$ cat src/rtl/lcd_seq_pkg.sv
package lcd_seq_pkg;

  localparam int LVL_W    = 3;
  localparam int COM_PINS = 8;
  localparam int SLOT_W   = $clog2(COM_PINS);

  // Drive level codes
  localparam logic [LVL_W-1:0] LV_VSS = 3'd0;
  localparam logic [LVL_W-1:0] LV_1   = 3'd1;
  localparam logic [LVL_W-1:0] LV_2   = 3'd2;
  localparam logic [LVL_W-1:0] LV_3   = 3'd3;
  localparam logic [LVL_W-1:0] LV_4   = 3'd4;

  // Duty codes
  localparam logic [2:0] DUTY_STATIC = 3'd0;
  localparam logic [2:0] DUTY_2      = 3'd1;
  localparam logic [2:0] DUTY_3      = 3'd2;
  localparam logic [2:0] DUTY_4      = 3'd3;
  localparam logic [2:0] DUTY_8      = 3'd4;

  // Bias codes
  localparam logic [1:0] BIAS_HALF    = 2'd0;
  localparam logic [1:0] BIAS_THIRD   = 2'd1;
  localparam logic [1:0] BIAS_QUARTER = 2'd2;

  typedef struct packed {
    logic [2:0] duty;
    logic [1:0] bias;
    logic       wave_b;
  } cfg_t;

  localparam cfg_t CFG_RESET = '{duty: DUTY_4, bias: BIAS_THIRD, wave_b: 1'b0};

  function automatic logic [3:0] slots_of(input logic [2:0] duty);
    case (duty)
      DUTY_2:  slots_of = 4'd2;
      DUTY_3:  slots_of = 4'd3;
      DUTY_4:  slots_of = 4'd4;
      DUTY_8:  slots_of = 4'd8;
      default: slots_of = 4'd1;
    endcase
  endfunction

  function automatic logic cfg_ok(input logic [2:0] duty, input logic [1:0] bias);
    logic ok;
    ok = (duty <= DUTY_8) && (bias <= BIAS_QUARTER);
    if (duty == DUTY_STATIC && bias == BIAS_QUARTER) ok = 1'b0;
    if (duty == DUTY_8 && bias == BIAS_HALF) ok = 1'b0;
    cfg_ok = ok;
  endfunction

endpackage

$ cat src/rtl/lcd_cfg_reg.sv
module lcd_cfg_reg
  import lcd_seq_pkg::*;
(
  input  logic       clk,
  input  logic       rst,
  input  logic       load,
  input  logic [2:0] duty,
  input  logic [1:0] bias,
  input  logic       wave_b,
  output cfg_t       act,
  output logic       err,
  output logic       restart
);

  logic legal;

  assign legal   = cfg_ok(duty, bias);
  // A legal load restarts the sequence in the same edge it lands
  assign restart = load & legal;

  always_ff @(posedge clk) begin
    if (rst) begin
      act <= CFG_RESET;
      err <= 1'b0;
    end else if (load) begin
      if (legal) begin
        act <= '{duty: duty, bias: bias, wave_b: wave_b};
        err <= 1'b0;
      end else begin
        err <= 1'b1;
      end
    end
  end

endmodule

$ cat src/rtl/lcd_slot_timer.sv
module lcd_slot_timer
  import lcd_seq_pkg::*;
(
  input  logic              clk,
  input  logic              rst,
  input  logic              step,
  input  logic              run,
  input  logic              restart,
  input  cfg_t              cfg,
  output logic [SLOT_W-1:0] slot,
  output logic              half
);

  logic [3:0]        nslots;
  logic [SLOT_W-1:0] last;
  logic              at_last;

  assign nslots  = slots_of(cfg.duty);
  assign last    = SLOT_W'(nslots - 4'd1);
  assign at_last = (slot == last);

  always_ff @(posedge clk) begin
    if (rst || restart) begin
      slot <= '0;
      half <= 1'b0;
    end else if (step) begin
      if (!run) begin
        slot <= '0;
        half <= 1'b0;
      end else if (!cfg.wave_b) begin
        // type A: both halves inside one slot
        if (!half) begin
          half <= 1'b1;
        end else begin
          half <= 1'b0;
          slot <= at_last ? '0 : slot + 1'b1;
        end
      end else begin
        // type B: a full sweep per half of the frame
        if (at_last) begin
          slot <= '0;
          half <= ~half;
        end else begin
          slot <= slot + 1'b1;
        end
      end
    end
  end

endmodule

$ cat src/rtl/lcd_pin_level.sv
module lcd_pin_level
  import lcd_seq_pkg::*;
#(
  parameter bit IS_COM = 1'b1
) (
  input  logic             sel,
  input  logic             half,
  input  logic             is_static,
  input  logic             used,
  input  logic [1:0]       bias,
  output logic [LVL_W-1:0] lvl
);

  generate
    if (IS_COM) begin : g_com
      always_comb begin
        if (!used) begin
          lvl = LV_VSS;
        end else if (sel) begin
          lvl = half ? LV_VSS : LV_4;
        end else begin
          case (bias)
            BIAS_HALF:  lvl = LV_2;
            BIAS_THIRD: lvl = half ? LV_2 : LV_1;
            default:    lvl = half ? LV_3 : LV_1;
          endcase
        end
      end
    end else begin : g_seg
      always_comb begin
        if (!used) begin
          lvl = LV_VSS;
        end else if (sel) begin
          lvl = half ? LV_4 : LV_VSS;
        end else if (is_static || bias == BIAS_HALF) begin
          lvl = half ? LV_VSS : LV_4;
        end else if (bias == BIAS_THIRD) begin
          lvl = half ? LV_1 : LV_2;
        end else begin
          lvl = LV_2;
        end
      end
    end
  endgenerate

endmodule

$ cat src/rtl/lcd_wave_seq.sv
module lcd_wave_seq
  import lcd_seq_pkg::*;
#(
  parameter int NUM_SEG = 8
) (
  input  logic                          clk,
  input  logic                          rst,
  input  logic                          tick,
  input  logic                          drive_en,
  input  logic                          cfg_load,
  input  logic [2:0]                    cfg_duty,
  input  logic [1:0]                    cfg_bias,
  input  logic                          cfg_wave_b,
  input  logic [COM_PINS*NUM_SEG-1:0]   seg_data,
  output logic [COM_PINS*LVL_W-1:0]     com_lvl,
  output logic [NUM_SEG*LVL_W-1:0]      seg_lvl,
  output logic [SLOT_W-1:0]             com_idx,
  output logic                          cfg_err
);

  localparam int BYTE_W = COM_PINS;

  cfg_t              act_cfg;
  logic              restart;
  logic              step;
  logic [SLOT_W-1:0] slot;
  logic              half;
  logic              is_static;
  logic [3:0]        nslots;

  logic [COM_PINS-1:0][LVL_W-1:0] com_nx, com_q;
  logic [NUM_SEG-1:0][LVL_W-1:0]  seg_nx, seg_q;

  // a load cycle never moves the sequence
  assign step = tick & ~cfg_load;

  lcd_cfg_reg u_cfg (
    .clk     (clk),
    .rst     (rst),
    .load    (cfg_load),
    .duty    (cfg_duty),
    .bias    (cfg_bias),
    .wave_b  (cfg_wave_b),
    .act     (act_cfg),
    .err     (cfg_err),
    .restart (restart)
  );

  lcd_slot_timer u_timer (
    .clk     (clk),
    .rst     (rst),
    .step    (step),
    .run     (drive_en),
    .restart (restart),
    .cfg     (act_cfg),
    .slot    (slot),
    .half    (half)
  );

  assign is_static = (act_cfg.duty == DUTY_STATIC);
  assign nslots    = slots_of(act_cfg.duty);

  genvar gi;
  generate
    for (gi = 0; gi < COM_PINS; gi++) begin : g_com_pin
      lcd_pin_level #(.IS_COM(1'b1)) u_lvl (
        .sel       (is_static || (slot == SLOT_W'(gi))),
        .half      (half),
        .is_static (is_static),
        .used      (is_static || (4'(gi) < nslots)),
        .bias      (act_cfg.bias),
        .lvl       (com_nx[gi])
      );
    end

    for (gi = 0; gi < NUM_SEG; gi++) begin : g_seg_pin
      logic [BYTE_W-1:0] seg_byte;
      assign seg_byte = seg_data[gi*BYTE_W +: BYTE_W];
      lcd_pin_level #(.IS_COM(1'b0)) u_lvl (
        .sel       (seg_byte[slot]),
        .half      (half),
        .is_static (is_static),
        .used      (1'b1),
        .bias      (act_cfg.bias),
        .lvl       (seg_nx[gi])
      );
    end
  endgenerate

  // registered pin codes, refreshed only on a tick
  always_ff @(posedge clk) begin
    if (rst) begin
      com_q   <= '0;
      seg_q   <= '0;
      com_idx <= '0;
    end else if (step) begin
      if (drive_en) begin
        com_q   <= com_nx;
        seg_q   <= seg_nx;
        com_idx <= slot;
      end else begin
        com_q   <= '0;
        seg_q   <= '0;
        com_idx <= '0;
      end
    end
  end

  assign com_lvl = com_q;
  assign seg_lvl = seg_q;

endmodule

$ cat config.mk
export PLATFORM = sky130hd
export DESIGN_NAME = lcd_wave_seq
export DESIGN_NICKNAME = d
export VERILOG_FILES = /design/src/rtl/lcd_seq_pkg.sv /design/src/rtl/lcd_cfg_reg.sv /design/src/rtl/lcd_slot_timer.sv /design/src/rtl/lcd_pin_level.sv /design/src/rtl/lcd_wave_seq.sv
export SDC_FILE = /design/constraint.sdc
export NUM_CORES = 1
export LEC_CHECK = 0
export BUFFER_PORTS_ARGS = -buffer_cell sky130_fd_sc_hd__buf_2
export CORE_ASPECT_RATIO = 1.2
export CORE_UTILIZATION = 53
export DETAILED_ROUTE_END_ITERATION = 6
export GPL_TIMING_DRIVEN = 1
export HOLD_SLACK_MARGIN = 0.08
export PLACE_DENSITY = 0.86
export SYNTH_ARGS = -nofsm -noshare
export SYNTH_HDL_FRONTEND = slang
export SYNTH_SLANG_ARGS = --single-unit
$ cat constraint.sdc
create_clock -name clk -period 5.3 [get_ports clk]
set_input_delay 1.06 -clock clk [delete_from_list [all_inputs] [get_ports clk]]
set_output_delay 1.06 -clock clk [all_outputs]
set_load 0.01 [all_outputs]
==> out/summary.md <==
The flow ran to the end, and the final reports show no timing, DRC or antenna violations. The number of iterations in the first detailed-routing pass is 4. Fraction of layout cells with a size suffix above 1: 0.358. The final count of pins violating max slew is 0, and the slew at the pin with the worst max-slew slack is 958 ps. The logs give 9 for the CTS buffer count and 0 for the number of warning messages in the yosys log.

The overall die height came out at 88.6 µm. Entering global routing, the biggest net connects 47 pins. The top cell type's share of synthesized area is 0.374. Synthesis produced a netlist whose cell count is 339. The critical path capture point type was a register. The count of clock tree sinks is 62, and the arrival time at the worst endpoint is 2840 ps. Sorting the synthesized cells by how often they occur yields 62 x sky130_fd_sc_hd__dfxtp_1, 62 x sky130_fd_sc_hd__nor2_1, 34 x sky130_fd_sc_hd__a22oi_1, 16 x sky130_fd_sc_hd__clkbuf_1, 14 x sky130_fd_sc_hd__mux2i_1. Setup repair after global routing left no endpoint under its margin.

TritonCTS built the clock tree. The first global-routing pass estimated 13600 µm of wire. The average instance in the mapped netlist occupies 9.78 µm². STA puts the critical path data required time at 5570 ps.

Effective utilization at floorplan: 0.548. The tools report the relative slew slack as 0.360. The run gives 0.374 as the share of the yosys chip area belonging to registers. The post-layout minimum cycle time was 2570 ps; the final estimated routing congestion in global placement was 0.923. Input and output buffers added on the ports amount to 126. Final net count: 540. The setup path with the least slack is of type register to register. Counting flops with a built-in enable in the synthesized netlist gives 0. The clock transition at the registers of the reported paths works out to 70 ps.

The total overflow left after global routing is 0. The wire-length estimate of the detail-placed layout is 6540 µm. Of all nets on the critical path, the largest fanout is 15. In this run the post-CTS setup repair buffer count came out at 0. For this run, the top clock speed supported by timing is 389 MHz. The area growth from synthesis to layout is 25.1%. The number of gates resized after CTS was 0. The overall power after layout was 1.03 mW. By area the synthesized netlist is led by sky130_fd_sc_hd__dfxtp_1 37%, sky130_fd_sc_hd__mux4_1 7.9%, sky130_fd_sc_hd__a22oi_1 7.7%. The number of hold buffers added after CTS was 0. Max-cap violations in this run came to 0.

Setup violations remaining at the end of the flow were counted as 0. The post-synthesis net count came out at 423. The fraction of the cycle the final worst path needs was 0.485; the final total negative setup slack was 0 ps.

The number of storage elements in the synthesis netlist is 62, and the total wirelength of the detailed-routed design is 8840 µm. After detailed routing, the number of remaining DRC violations is 0. Summed over all cells, the static leakage comes to 1.97 nW. The dominant cell type by area after synthesis is sky130_fd_sc_hd__dfxtp_1.

The tools report the post-route worst setup slack as 2730 ps. For the all-layer global routing usage, the log shows 0.276. From left edge to right edge, the die measures 74.2 µm.

Prior to clock tree synthesis, the placed netlist has a worst setup slack of 2580 ps. The tools report the count of inserted antenna diode cells as 0. The tools report the kind of launch point of the worst setup path as a register. The H-tree was split into 3 levels. The number of global-route vias before repair is 2885, and the die area is 6580 µm². The mapped netlist covers 3320 µm². Deepest clock path buffer count: 2. For this block, the initial DRC count from the detailed router was 222. The worst clock skew on the final layout was 11.2 ps; the number of standard-cell rows in the floorplan was 31.

The worst-case IR drop observed on VDD is 0.122 mV. The path class of the lowest-slack min-delay path was register to register. The run gives 3095 as the via count. The fraction of registers with async set or reset after synthesis was 0; the hold violation total from the final report was 0. The total power density per cell area is 248 nW/µm².

Counting the fill cells in the layout gives 477. Number of different library cells in the post-synthesis netlist: 50. The tools report the clock root buffer master as sky130_fd_sc_hd__clkbuf_8. 127 I/O pins were placed. After detailed routing, the number of vias per cell comes to 5.70. The initial antenna violation count is 0, and the latest clock arrival within the worst-skew pair is 350 ps.

The number of nets still failing antenna checks after routing was 0. The most common flop cell mapped by yosys was sky130_fd_sc_hd__dfxtp_1. After detailed routing, the average wire length per cell comes to 16.3 µm. Area inside the core boundary: 6050 µm².
## report_power, final
group,total (mW),switching (mW),internal (mW)
logic,0.142,0.0750,0.0672
registers,0.485,0.0103,0.475
clock network,0.399,0.186,0.213
total,1.03,0.272,0.755
## stage by stage
step / std cells / cell area [µm²] / hold slack (ps) / utilization
6_report: 543 / 4150 / 457 / 0.685
5_1_grt: 543 / 4150 / 481 / 0.685
4_1_cts: 543 / 4150 / 457 / 0.685
3_5_place_dp: 527 / 3960 / 437 / 0.654
3_3_place_gp: 527 / 3960 / 430 / 0.654
2_1_floorplan: 339 / 3320 / 475 / -
## path summary, 6_finish.rpt
kind | from | slack, ps | end | cells past startpoint
worst min-delay path | com_lvl[11] | 460 | com_lvl[11] | 2
worst min register to register | com_lvl[11] | 460 | com_lvl[11] | 2
worst max-delay path | u_cfg.act[5] | 2730 | u_timer.half | 9
worst max register to register | u_cfg.act[5] | 2730 | u_timer.half | 9
## flip-flops by register name (all words and copies together) (netlist names)
name / cells
com_idx: 3
seg_lvl: 24
u_timer.half: 1
u_cfg.act: 6
u_timer.slot: 3
u_cfg.err: 1
com_lvl: 24
## layout make-up
cell class / instances / area (µm²) / area share
clock inverter: 7 / 65.1 / 0.0157
inverter: 13 / 48.8 / 0.0118
multi-input combinational: 241 / 1910 / 0.461
clock buffer: 9 / 124 / 0.0299
tap: 82 / 103 / 0.0247
timing repair buffer: 129 / 653 / 0.157
sequential: 62 / 1240 / 0.299
## metal layers
layer	global-route usage	up-vias	routed length, µm
met2	0.436	112	4410
met1	0.349	1480	3730
met3	0.0843	18	521
li1	-	1485	-
met4	0.119	0	177
met5	0	-	0
## logic make-up (layout without fill, tap and decap cells)
family | after synthesis | after routing | synth area share
flops | 62 | 62 | 0.374
compound gates | 85 | 85 | 0.193
fa+ha+maj | 10 | 10 | 0.0370
xor+xnor | 3 | 3 | 0.00793
simple gates | 107 | 107 | 0.147
buf+inv | 36 | 158 | 0.0487
mux | 36 | 36 | 0.192
## worst max-delay path, stage by stage (launching register included)
cell and delay [ps]:
sky130_fd_sc_hd__dfxtp_1 590, sky130_fd_sc_hd__or3b_4 480, sky130_fd_sc_hd__and2_1 170, sky130_fd_sc_hd__inv_1 80, sky130_fd_sc_hd__ha_1 230, sky130_fd_sc_hd__xnor2_1 160, sky130_fd_sc_hd__a31oi_4 220, sky130_fd_sc_hd__o211ai_4 120
sky130_fd_sc_hd__a211o_1 310, sky130_fd_sc_hd__a31oi_1 150
## cells in the final DEF, fill, tap and decap left out, types with 2 or more instances in the layout
cell type                    synthesis  final
sky130_fd_sc_hd__buf_2               3    126
sky130_fd_sc_hd__nor2_1             62     62
sky130_fd_sc_hd__dfxtp_1            62     62
sky130_fd_sc_hd__a22oi_1            34     34
sky130_fd_sc_hd__mux2i_1            14     14
sky130_fd_sc_hd__nand2_1            13     13
sky130_fd_sc_hd__inv_1              12     12
sky130_fd_sc_hd__a21oi_1            11     11
sky130_fd_sc_hd__mux4_1             10     10
sky130_fd_sc_hd__nand2b_1            9      9
sky130_fd_sc_hd__a21o_1              9      9
sky130_fd_sc_hd__ha_1                9      9
sky130_fd_sc_hd__clkbuf_8            0      9
sky130_fd_sc_hd__nand3_1             6      6
sky130_fd_sc_hd__o21ai_0             6      6
sky130_fd_sc_hd__a32oi_1             6      6
sky130_fd_sc_hd__mux4_2              6      6
sky130_fd_sc_hd__nor2b_1             4      4
sky130_fd_sc_hd__nor3_1              4      4
sky130_fd_sc_hd__a211o_1             4      4
sky130_fd_sc_hd__mux2i_2             4      4
sky130_fd_sc_hd__clkinv_2            0      4
sky130_fd_sc_hd__buf_4               0      3
sky130_fd_sc_hd__and2_1              2      2
sky130_fd_sc_hd__xnor2_1             2      2
sky130_fd_sc_hd__mux2i_4             2      2
sky130_fd_sc_hd__a31oi_1             2      2
sky130_fd_sc_hd__clkinvlp_4          0      2
Power figures use the tool's default switching activity.
